<file path="config.mk">
export PLATFORM = sky130hd
export DESIGN_NAME = wdg_keyed_top
export DESIGN_NICKNAME = d
export VERILOG_FILES = /design/src/rtl/wdg_pkg.sv /design/src/rtl/wdg_prescaler.sv /design/src/rtl/wdg_counter.sv /design/src/rtl/wdg_rst_pulse.sv /design/src/rtl/wdg_regif.sv /design/src/rtl/wdg_keyed_top.sv
export SDC_FILE = /design/constraint.sdc
export NUM_CORES = 1
export LEC_CHECK = 0
export CORE_ASPECT_RATIO = 0.5
export CORE_MARGIN = 3
export CORE_UTILIZATION = 47
export CTS_BUF_LIST = sky130_fd_sc_hd__clkbuf_16
export CTS_CLUSTER_SIZE = 14
export DETAILED_ROUTE_END_ITERATION = 10
export PLACE_DENSITY = 0.82
export SLEW_MARGIN = 20
export SYNTH_ARGS = -nofsm -noshare
export SYNTH_HDL_FRONTEND = slang
export SYNTH_SLANG_ARGS = --single-unit
export TNS_END_PERCENT = 20
</file>
<file path="constraint.sdc">
create_clock -name clk -period 1.25 [get_ports clk]
set_input_delay 0.25 -clock clk [delete_from_list [all_inputs] [get_ports clk]]
set_output_delay 0.25 -clock clk [all_outputs]
set_load 0.05 [all_outputs]
</file>
<file path="src/rtl/wdg_pkg.sv">
package wdg_pkg;

  localparam logic [7:0]  KEY_CTRL   = 8'hA5;
  localparam logic [7:0]  KEY_COUNT  = 8'h5A;
  localparam logic [7:0]  KEY_RSTCTL = 8'h5A;
  localparam logic [15:0] FLAG_CLEAR_WORD = 16'hA500;

  localparam logic [2:0] OFS_CTRL   = 3'd0;
  localparam logic [2:0] OFS_COUNT  = 3'd2;
  localparam logic [2:0] OFS_RSTCTL = 3'd4;

  localparam int unsigned NUM_SEL = 8;

  typedef struct packed {
    logic       wdog;
    logic       run;
    logic [2:0] sel;
  } ctrl_t;

  // log2 of the prescale ratio for each clock select
  function automatic int unsigned sel_shift(input int unsigned sel,
                                            input int unsigned slowest);
    case (sel)
      0:       sel_shift = 0;
      1:       sel_shift = 2;
      2:       sel_shift = 4;
      3:       sel_shift = 5;
      4:       sel_shift = 6;
      5:       sel_shift = 8;
      6:       sel_shift = 10;
      default: sel_shift = slowest;
    endcase
  endfunction

endpackage

</file>
<file path="src/rtl/wdg_prescaler.sv">
module wdg_prescaler
  import wdg_pkg::*;
#(
  parameter int unsigned SLOW_SHIFT = 14
) (
  input  logic       clk,
  input  logic       rst_n,
  input  logic       run,
  input  logic       restart,
  input  logic [2:0] sel,
  output logic       tick
);

  localparam int unsigned PW = SLOW_SHIFT;

  logic [PW-1:0]      phase_q;
  logic [PW-1:0]      phase_d;
  logic [NUM_SEL-1:0] sel_hit;

  for (genvar g = 0; g < NUM_SEL; g++) begin : g_sel
    localparam int unsigned SH = sel_shift(g, SLOW_SHIFT);
    localparam logic [PW-1:0] MASK = PW'((64'd1 << SH) - 64'd1);
    assign sel_hit[g] = &(phase_q | ~MASK);
  end

  always_comb begin
    if (!run || restart) phase_d = '0;
    else                 phase_d = phase_q + 1'b1;
  end

  always_ff @(posedge clk or negedge rst_n) begin
    if (!rst_n) phase_q <= '0;
    else        phase_q <= phase_d;
  end

  assign tick = run && !restart && sel_hit[sel];

endmodule

</file>
<file path="src/rtl/wdg_counter.sv">
module wdg_counter #(
  parameter int unsigned CNT_W = 8
) (
  input  logic             clk,
  input  logic             rst_n,
  input  logic             tick,
  input  logic             load,
  input  logic [CNT_W-1:0] load_val,
  output logic [CNT_W-1:0] cnt,
  output logic             wrap
);

  localparam logic [CNT_W-1:0] CNT_TOP = '1;

  logic [CNT_W-1:0] cnt_q;
  logic [CNT_W-1:0] cnt_d;
  logic             cnt_en;

  always_comb begin
    cnt_en = tick || load;
    if (load) cnt_d = load_val;
    else      cnt_d = cnt_q + 1'b1;
  end

  always_ff @(posedge clk or negedge rst_n) begin
    if (!rst_n)      cnt_q <= '0;
    else if (cnt_en) cnt_q <= cnt_d;
  end

  assign cnt  = cnt_q;
  assign wrap = tick && !load && (cnt_q == CNT_TOP);

endmodule

</file>
<file path="src/rtl/wdg_rst_pulse.sv">
module wdg_rst_pulse #(
  parameter int unsigned PULSE_LEN = 8
) (
  input  logic clk,
  input  logic rst_n,
  input  logic fire,
  output logic req
);

  localparam int unsigned W = $clog2(PULSE_LEN + 1);

  logic [W-1:0] left_q;
  logic [W-1:0] left_d;

  always_comb begin
    if (fire)              left_d = W'(PULSE_LEN);
    else if (left_q != '0) left_d = left_q - 1'b1;
    else                   left_d = '0;
  end

  always_ff @(posedge clk or negedge rst_n) begin
    if (!rst_n) left_q <= '0;
    else        left_q <= left_d;
  end

  assign req = (left_q != '0);

endmodule

</file>
<file path="src/rtl/wdg_regif.sv">
module wdg_regif
  import wdg_pkg::*;
#(
  parameter int unsigned CNT_W = 8
) (
  input  logic             clk,
  input  logic             rst_n,
  input  logic             bus_rd,
  input  logic             bus_wr,
  input  logic [2:0]       bus_addr,
  input  logic [15:0]      bus_wdata,
  output logic [15:0]      bus_rdata,
  input  logic [CNT_W-1:0] cnt,
  input  logic             wrap,
  output ctrl_t            ctrl,
  output logic             cnt_load,
  output logic [CNT_W-1:0] cnt_load_val,
  output logic             rst_en,
  output logic             wd_flag,
  output logic             fire
);

  ctrl_t ctrl_q, ctrl_d;
  logic  rst_en_q, rst_en_d;
  logic  wd_flag_q, wd_flag_d;
  logic  iv_flag_q, iv_flag_d;
  logic  armed_q, armed_d;

  logic       ctrl_we, rstctl_we, clear_req, clear_ok, arm_rd;
  logic       wd_wrap, iv_wrap;
  logic [7:0] key;
  logic       unused_bits;

  assign key         = bus_wdata[15:8];
  assign unused_bits = ^bus_wdata[4:3];

  always_comb begin
    ctrl_we   = bus_wr && (bus_addr == OFS_CTRL)   && (key == KEY_CTRL);
    cnt_load  = bus_wr && (bus_addr == OFS_COUNT)  && (key == KEY_COUNT);
    rstctl_we = bus_wr && (bus_addr == OFS_RSTCTL) && (key == KEY_RSTCTL);
    clear_req = bus_wr && (bus_addr == OFS_RSTCTL) && (bus_wdata == FLAG_CLEAR_WORD);
    arm_rd    = bus_rd && (bus_addr == OFS_RSTCTL) && wd_flag_q;
    clear_ok  = clear_req && armed_q;
    wd_wrap   = wrap &&  ctrl_q.wdog;
    iv_wrap   = wrap && !ctrl_q.wdog;
  end

  assign cnt_load_val = bus_wdata[CNT_W-1:0];

  // next-state logic
  always_comb begin
    ctrl_d   = ctrl_we   ? '{wdog: bus_wdata[6], run: bus_wdata[5], sel: bus_wdata[2:0]} : ctrl_q;
    rst_en_d = rstctl_we ? bus_wdata[6] : rst_en_q;

    if (wd_wrap)       wd_flag_d = 1'b1;
    else if (clear_ok) wd_flag_d = 1'b0;
    else               wd_flag_d = wd_flag_q;

    if (clear_ok && !wd_wrap) armed_d = 1'b0;
    else if (arm_rd)          armed_d = 1'b1;
    else                      armed_d = armed_q;

    if (iv_wrap)      iv_flag_d = 1'b1;
    else if (ctrl_we) iv_flag_d = iv_flag_q & bus_wdata[7];
    else              iv_flag_d = iv_flag_q;
  end

  always_ff @(posedge clk or negedge rst_n) begin
    if (!rst_n)       ctrl_q <= '0;
    else if (ctrl_we) ctrl_q <= ctrl_d;
  end

  always_ff @(posedge clk or negedge rst_n) begin
    if (!rst_n)         rst_en_q <= 1'b0;
    else if (rstctl_we) rst_en_q <= rst_en_d;
  end

  always_ff @(posedge clk or negedge rst_n) begin
    if (!rst_n) begin
      wd_flag_q <= 1'b0;
      iv_flag_q <= 1'b0;
      armed_q   <= 1'b0;
    end else begin
      wd_flag_q <= wd_flag_d;
      iv_flag_q <= iv_flag_d;
      armed_q   <= armed_d;
    end
  end

  always_comb begin
    case (bus_addr)
      OFS_CTRL:   bus_rdata = {8'h00, iv_flag_q, ctrl_q.wdog, ctrl_q.run, 2'b00, ctrl_q.sel};
      OFS_COUNT:  bus_rdata = 16'(cnt);
      OFS_RSTCTL: bus_rdata = {8'h00, wd_flag_q, rst_en_q, 6'b000000};
      default:    bus_rdata = 16'h0000;
    endcase
  end

  assign ctrl    = ctrl_q;
  assign rst_en  = rst_en_q;
  assign wd_flag = wd_flag_q;
  assign fire    = wd_wrap && rst_en_q;

endmodule

</file>
<file path="src/rtl/wdg_keyed_top.sv">
module wdg_keyed_top
  import wdg_pkg::*;
#(
  parameter int unsigned CNT_W      = 8,
  parameter int unsigned SLOW_SHIFT = 14,
  parameter int unsigned PULSE_LEN  = 8
) (
  input  logic        clk,
  input  logic        rst_n,
  input  logic        bus_rd,
  input  logic        bus_wr,
  input  logic [2:0]  bus_addr,
  input  logic [15:0] bus_wdata,
  output logic [15:0] bus_rdata,
  output logic        rst_req
);

  logic [1:0]       rst_sync_q;
  logic             rst_sync_n;
  ctrl_t            ctrl_w;
  logic [CNT_W-1:0] cnt_w;
  logic [CNT_W-1:0] cnt_load_val_w;
  logic             cnt_load_w;
  logic             tick_w;
  logic             wrap_w;
  logic             rst_en_w;
  logic             wd_flag_w;
  logic             fire_w;

  // asynchronous assert, synchronous release
  always_ff @(posedge clk or negedge rst_n) begin
    if (!rst_n) rst_sync_q <= 2'b00;
    else        rst_sync_q <= {rst_sync_q[0], 1'b1};
  end
  assign rst_sync_n = rst_sync_q[1];

  wdg_regif #(.CNT_W(CNT_W)) u_regif (
    .clk          (clk),
    .rst_n        (rst_sync_n),
    .bus_rd       (bus_rd),
    .bus_wr       (bus_wr),
    .bus_addr     (bus_addr),
    .bus_wdata    (bus_wdata),
    .bus_rdata    (bus_rdata),
    .cnt          (cnt_w),
    .wrap         (wrap_w),
    .ctrl         (ctrl_w),
    .cnt_load     (cnt_load_w),
    .cnt_load_val (cnt_load_val_w),
    .rst_en       (rst_en_w),
    .wd_flag      (wd_flag_w),
    .fire         (fire_w)
  );

  wdg_prescaler #(.SLOW_SHIFT(SLOW_SHIFT)) u_prescaler (
    .clk     (clk),
    .rst_n   (rst_sync_n),
    .run     (ctrl_w.run),
    .restart (cnt_load_w),
    .sel     (ctrl_w.sel),
    .tick    (tick_w)
  );

  wdg_counter #(.CNT_W(CNT_W)) u_counter (
    .clk      (clk),
    .rst_n    (rst_sync_n),
    .tick     (tick_w),
    .load     (cnt_load_w),
    .load_val (cnt_load_val_w),
    .cnt      (cnt_w),
    .wrap     (wrap_w)
  );

  wdg_rst_pulse #(.PULSE_LEN(PULSE_LEN)) u_rst_pulse (
    .clk   (clk),
    .rst_n (rst_sync_n),
    .fire  (fire_w),
    .req   (rst_req)
  );

endmodule

</file>
==> results of run 1 <==
timing repair:
| item | in CTS | in global routing |
|---|---|---|
| endpoints found under the setup margin | 44 | 38 |
| gates resized for setup | 60 | 17 |
| pin swaps | 15 | 12 |
| buffers inserted | 5 | 0 |
| hold buffers | 0 | 0 |
| gates cloned | 1 | 0 |
area by class of cell:
class                           instances  area [um^2]
Multi-Input combinational cell        170         1348
Sequential cell                        37        928.4
Fill cell                             219        822.0
Timing Repair Buffer                   85        809.5
Clock buffer                            5        125.1
Tap cell                               54        67.56
Clock inverter                          2        35.03
Inverter                                7        28.78
routing by layer:
layer	share of wire	vias up	routed length (um)	track usage
met3	0.10	70	821	0.07115
li1	-	918	-	-
met5	0	-	0	0
met1	0.38	1067	3039	0.3400
met4	0.072	0	579	0.1503
met2	0.45	180	3579	0.5151
power by group through the flow:
stage                     clock network (mW)  registers [mW]  logic (mW)
after floorplan                            0            1.32       0.285
after global placement                     0            1.29       0.561
after detailed placement                   0            1.29       0.573
after CTS                               1.40            1.28       0.604
after global routing                    1.51            1.28       0.685
final                                   1.45            1.28       0.656
worst min path at each step:
stage                              from                endpoint  slack (ps)  cells after the start
after floorplan                   rst_n           rst_sync_q[0]         -50                      0
after detailed placement  rst_sync_q[1]  u_prescaler.phase_q[0]         290                      1
after CTS                         rst_n           rst_sync_q[1]         130                      1
final                             rst_n           rst_sync_q[1]         120                      1
after global routing              rst_n           rst_sync_q[1]         130                      1
after global placement    rst_sync_q[1]  u_prescaler.phase_q[0]         290                      1
logic make-up after synthesis:
logic type | after synthesis | share of synthesized area
mux | 14 | 0.07763
fa+ha+maj | 4 | 0.02300
xor+xnor | 18 | 0.07245
flops | 37 | 0.4255
compound gates | 23 | 0.06901
buf+inv | 22 | 0.06268
simple gates | 101 | 0.2663
other cells | 2 | 0.003452
cell usage in the layout (no fill, tap or decap), types with 3 or more instances in the layout:
cell type,n
a21oi_1,3
and2_1,5
and2_4,3
and3_1,4
and3_4,4
buf_12,9
buf_2,3
buf_4,48
buf_6,8
clkbuf_16,5
clkdlybuf4s50_1,10
conb_1,9
dfrtp_1,35
dlygate4sd2_1,5
inv_1,6
mux2_2,3
mux2_4,5
mux2i_1,5
nand2_1,14
nand3_1,6
nand3_2,3
nand4_1,7
nor2_1,18
nor2_2,8
nor3_1,3
o21ai_1,6
xnor2_1,8
xor2_1,10
flip-flops by register name, summed over array words and instances, names as in the netlist:
signal and cells:
u_counter.cnt 8, u_prescaler.phase_q 14, u_regif.ctrl 5, u_regif.armed_q 1, u_regif.wd_flag 1, u_regif.rst_en 1, u_regif.iv_flag_q 1, u_rst_pulse.left_q 4
rst_sync_q 2
per-stage QoR:
step	util	TNS, ps
floorplan	-	-12570
global placement	0.7115	-24430
detailed placement	0.7115	-26350
CTS	0.7837	-13680
global route	0.8026	-17590
finish	0.8026	-15730
==> out/metrics.cfg, run 1 <==
[status]
status = finished, violations left
violations = setup timing

[finish]
fin_nets = 333
syn2layout_area_growth_pct = 53.59
drive_above_1_share = 0.4216
design_area_um2 = 3342
antenna_cells = 0
fin_cells = 360

[power]
switchingPower_mw = 0.9209
p_leak_nw = 1.436
switching_share = 0.2717
irDropWorstVdd_mv = 1.157
clkPwrFrac = 0.429
p_total_mw = 3.389
power_frac_comb = 0.194
p_int_mw = 2.468
power.density_nw_per_um2 = 1014
seqPwrFrac = 0.378

[critical_path]
r2r_cells = 7
crit_path_end = u_regif.armed_q
worstPathMaxFanout = 4
crit_chain = ha_1 -> and3_1 -> and3_4 -> nor4b_4 -> nand4_4 -> buf_4 -> a21oi_1
r2r-start = u_counter.cnt[0]
crit_slowest_cell = dfrtp_1
cp_top_family = simple AND/OR/NAND/NOR gates
crit_arrival_ps = 2150
critPathBufInv = 1
reg2reg_slack_ps = -690
cp-startpoint = u_counter.cnt[0]
reg2reg_to = u_regif.armed_q
required_ps = 1460
endpoint_kind = register
crit_cells = 7
max_stage_delay_ps = 390
path_class = reg -> reg
start_kind = register

[timing]
fmax_mhz = 514.6
min_period_over_period = 1.555
hold_ws_ps = 123.3
skew_ps = 4.445
rsz0062_at_grt = yes
fin_ws_ps = -693.4
post-route-min-period_ps = 1943
maxSlewViolCount = 0
finalSetupViolCount = 37
hold_viol = 0

[logic_synthesis]
synth-seq-area-share = 0.4255
synth-async-reset-ratio = 1.000
yosys-top-cells-area = dfrtp_1, nor2_1, xor2_1, mux2_4, xnor2_1
synth-edff-count = 0
avgSynthCellArea_um2 = 9.845
synth.most_common_cell = dfrtp_1
ys_ff_latch = 37
syn_area_um2 = 2176
ys_warn_count = 0
synth_cell_types = 50
yosys-top-cells-count = dfrtp_1, nor2_1, nand2_1
synthFlopType = dfrtp_1
synthCells = 221
synth_top_area_frac = 0.4255
synth_top_area_cell = dfrtp_1

[cts]
cts_root_buffer = clkbuf_16
cts_tree = done
cts.clk_slew.worst_paths_ps = 60
cts_buffers = 5
clockBufferDepth = 2
cts.sinks = 37
clk_latency_ps = 290
cts_max_level = 2

[global_routing]
grt_pass1_wl_um = 11810
grt_start_max_net_pins = 36
grt_pass1_vias = 2263
overflow = 0
antenna_found_initial = 0
grt_usage = 0.2924

[placed_design]
pre_cts_ws_ps = -865.6
gp_congestion = 0.8410
dpl.hpwl_um = 4250
portBuffers = 31
dp_cells = 347
place_area_um2 = 2963

[floorplan]
ios = 40
die_h_um = 54.11
core_um2 = 4164
initial_core_util = 0.5225
die_area_um2 = 5531
rows = 16
die_w_um = 102.2

[detailed_routing]
firstDrtPassIters = 8
drt_iter0_markers = 183
drc = 0
via_per_inst = 6.208
detailroute.via_count = 2235
antenna_left = 0
drt_wl_total_um = 8020
wl_per_cell_um = 22.28

[hold_path]
min_path_type = in -> async

[flow_run]
drv_cap = 0

(Power assumes the default switching activity.)
==> run 2, diff against run 1 <==
- CORE_ASPECT_RATIO: 0.5 -> default
- CORE_MARGIN: 3 -> 2
==> out/metrics.cfg, run 2 (synthesis results as in run 1) <==
[cts]
cts.sinks = 37  ; unchanged
cts_max_level = 2  ; unchanged
cts-hold-fix-buffers = 0  ; unchanged
cts_tree = done
clockBufferDepth = 2  ; unchanged
clk_latency_ps = 280  ; about the same
cts_root_buffer = clkbuf_16
cts.clk_slew.worst_paths_ps = 60  ; about the same
cts_buffers = 5  ; unchanged

[placed_design]
place_area_um2 = 3005  ; +1.4%
gp_congestion = 0.8561  ; +1.8%
dpl.hpwl_um = 4069  ; -4.3%
pre_cts_ws_ps = -782.0  ; +83.54 ps
portBuffers = 31  ; unchanged

[timing]
post-route-min-period_ps = 1950  ; +6.418 ps
skew_ps = 7.811  ; +3.366 ps
min_period_over_period = 1.560  ; +0.005134
finalSetupViolCount = 37  ; unchanged
fin_ws_ps = -699.8  ; -6.418 ps
fmax_mhz = 512.9  ; -0.33%
hold_viol = 0  ; unchanged
maxSlewViolCount = 0  ; unchanged
hold_ws_ps = 128.1  ; +4.812 ps
rsz0062_at_grt = yes

[finish]
antenna_cells = 0  ; unchanged
drive_above_1_share = 0.4239  ; +0.002380
fin_util = 0.7554  ; -0.04720
final_common_cell = buf_4
design_area_um2 = 3334  ; -0.22%
fin_nets = 336  ; +0.90%
syn2layout_area_growth_pct = 53.25
largest-register = u_prescaler.phase_q
layout_common_cells = buf_4, dfrtp_1, nor2_1
largest_reg_flops = 14  ; unchanged

[floorplan]
die_h_um = 72.04  ; +33%
die_w_um = 72.04  ; -30%
core_um2 = 4414  ; +6.0%
ios = 40  ; unchanged
rows = 24  ; +8
die_area_um2 = 5190  ; -6.2%
initial_core_util = 0.4929  ; -0.02962

[hold_path]
min_path_type = in -> async

[global_routing]
grt_usage = 0.2567  ; -0.03568
grt_pass1_vias = 2161  ; -4.5%
grt_start_max_net_pins = 36  ; unchanged
grt_pass1_wl_um = 10140  ; -14%
grtUsageMet1 = 0.3181  ; -0.02192
globalRouteMet3Util = 0.04444  ; -0.02671
antenna_found_initial = 0  ; unchanged
use_met2 = 0.4434  ; -0.07164
grt_busiest_layer = met2
overflow = 0  ; unchanged

[detailed_routing]
detailroute.via_count = 2018  ; -9.7%
firstDrtPassIters = 4  ; -4
via_per_inst = 5.590  ; -10%
drt_wl_total_um = 6425  ; -20%
antenna_left = 0  ; unchanged
wl_per_cell_um = 17.80  ; -20%
drt_iter0_markers = 159  ; -13%
drc = 0  ; unchanged

[status]
violations = setup timing
status = finished, violations left

[power]
clkPwrFrac = 0.376  ; -0.053
power.density_nw_per_um2 = 937.9  ; -7.5%
p_int_mw = 2.285  ; -7.4%
p_total_mw = 3.127  ; -7.7%
irDropWorstVdd_mv = 0.5825  ; -50%
power_frac_comb = 0.216  ; +0.022
switchingPower_mw = 0.8425  ; -8.5%
switching_share = 0.2694  ; -0.002334
p_leak_nw = 1.450  ; +1.0%
seqPwrFrac = 0.407  ; +0.029

[critical_path]
start_kind = register
path_class = reg -> reg
crit_arrival_ps = 2120  ; -30 ps
endpoint_kind = register
required_ps = 1420  ; -40 ps
worstPathMaxFanout = 5  ; +1

[flow_run]
drv_cap = 0  ; unchanged

-- run 2: final cells by class --
cell class                 instances  area, um^2
clock buffer                       5       125.1
fill                             271        1080
clock inverter                     2       7.507
timing repair buffer              88       832.0
inverter                           7       26.28
sequential                        37       927.1
multi-input combinational        170        1351
tap                               52       65.06
-- run 2: layer usage --
metal / vias up / part of all wire
met3: 18 / 0.052
met4: 0 / 0.027
met2: 79 / 0.52
met1: 995 / 0.40
li1: 926 / -
met5: - / 0
-- run 2: power groups by stage --
stage / logic, mW / clock network [mW] / registers [mW]
2_1_floorplan: 0.285 / 0 / 1.32
3_3_place_gp: 0.576 / 0 / 1.29
3_5_place_dp: 0.591 / 0 / 1.29
4_1_cts: 0.627 / 1.20 / 1.27
5_1_grt: 0.720 / 1.23 / 1.28
6_report: 0.677 / 1.18 / 1.27
-- run 2: path summary, 6_finish.rpt --
kind / slack (ps) / cells after the start / end / startpoint
worst max-delay path: -700 / 9 / u_counter.cnt[6] / u_prescaler.phase_q[0]
worst min-delay path: 130 / 1 / rst_sync_q[0] / rst_n
worst min register to register: 290 / 1 / u_prescaler.phase_q[12] / rst_sync_q[1]
min in group clk: 360 / 0 / rst_sync_q[1] / rst_sync_q[0]
max in group asynchronous: 620 / 1 / u_prescaler.phase_q[4] / rst_sync_q[1]
worst max register to register: -700 / 9 / u_counter.cnt[6] / u_prescaler.phase_q[0]
-- run 2: per-stage QoR --
stage | std cells | TNS, ps
2_1_floorplan | 228 | -12570
3_3_place_gp | 351 | -23470
3_5_place_dp | 351 | -24410
4_1_cts | 361 | -11790
5_1_grt | 361 | -14380
6_report | 361 | -12290
-- run 2: worst max-delay path: stages (launching register included) --
cell and delay, ps:
dfrtp_1 400, ha_4 170, and3_4 200, ha_4 130
nand3_2 70, o2111ai_2 90, and3_4 300, nand3_2 80
xnor2_1 130, mux2_4 260
-- run 2: what timing repair did --
item                                    4_1_cts  5_1_grt
gates resized for setup                      59       26
buffers inserted                              2        0
cloned                                        1        0
pin swaps                                    23       11
endpoints found under the setup margin       44       40
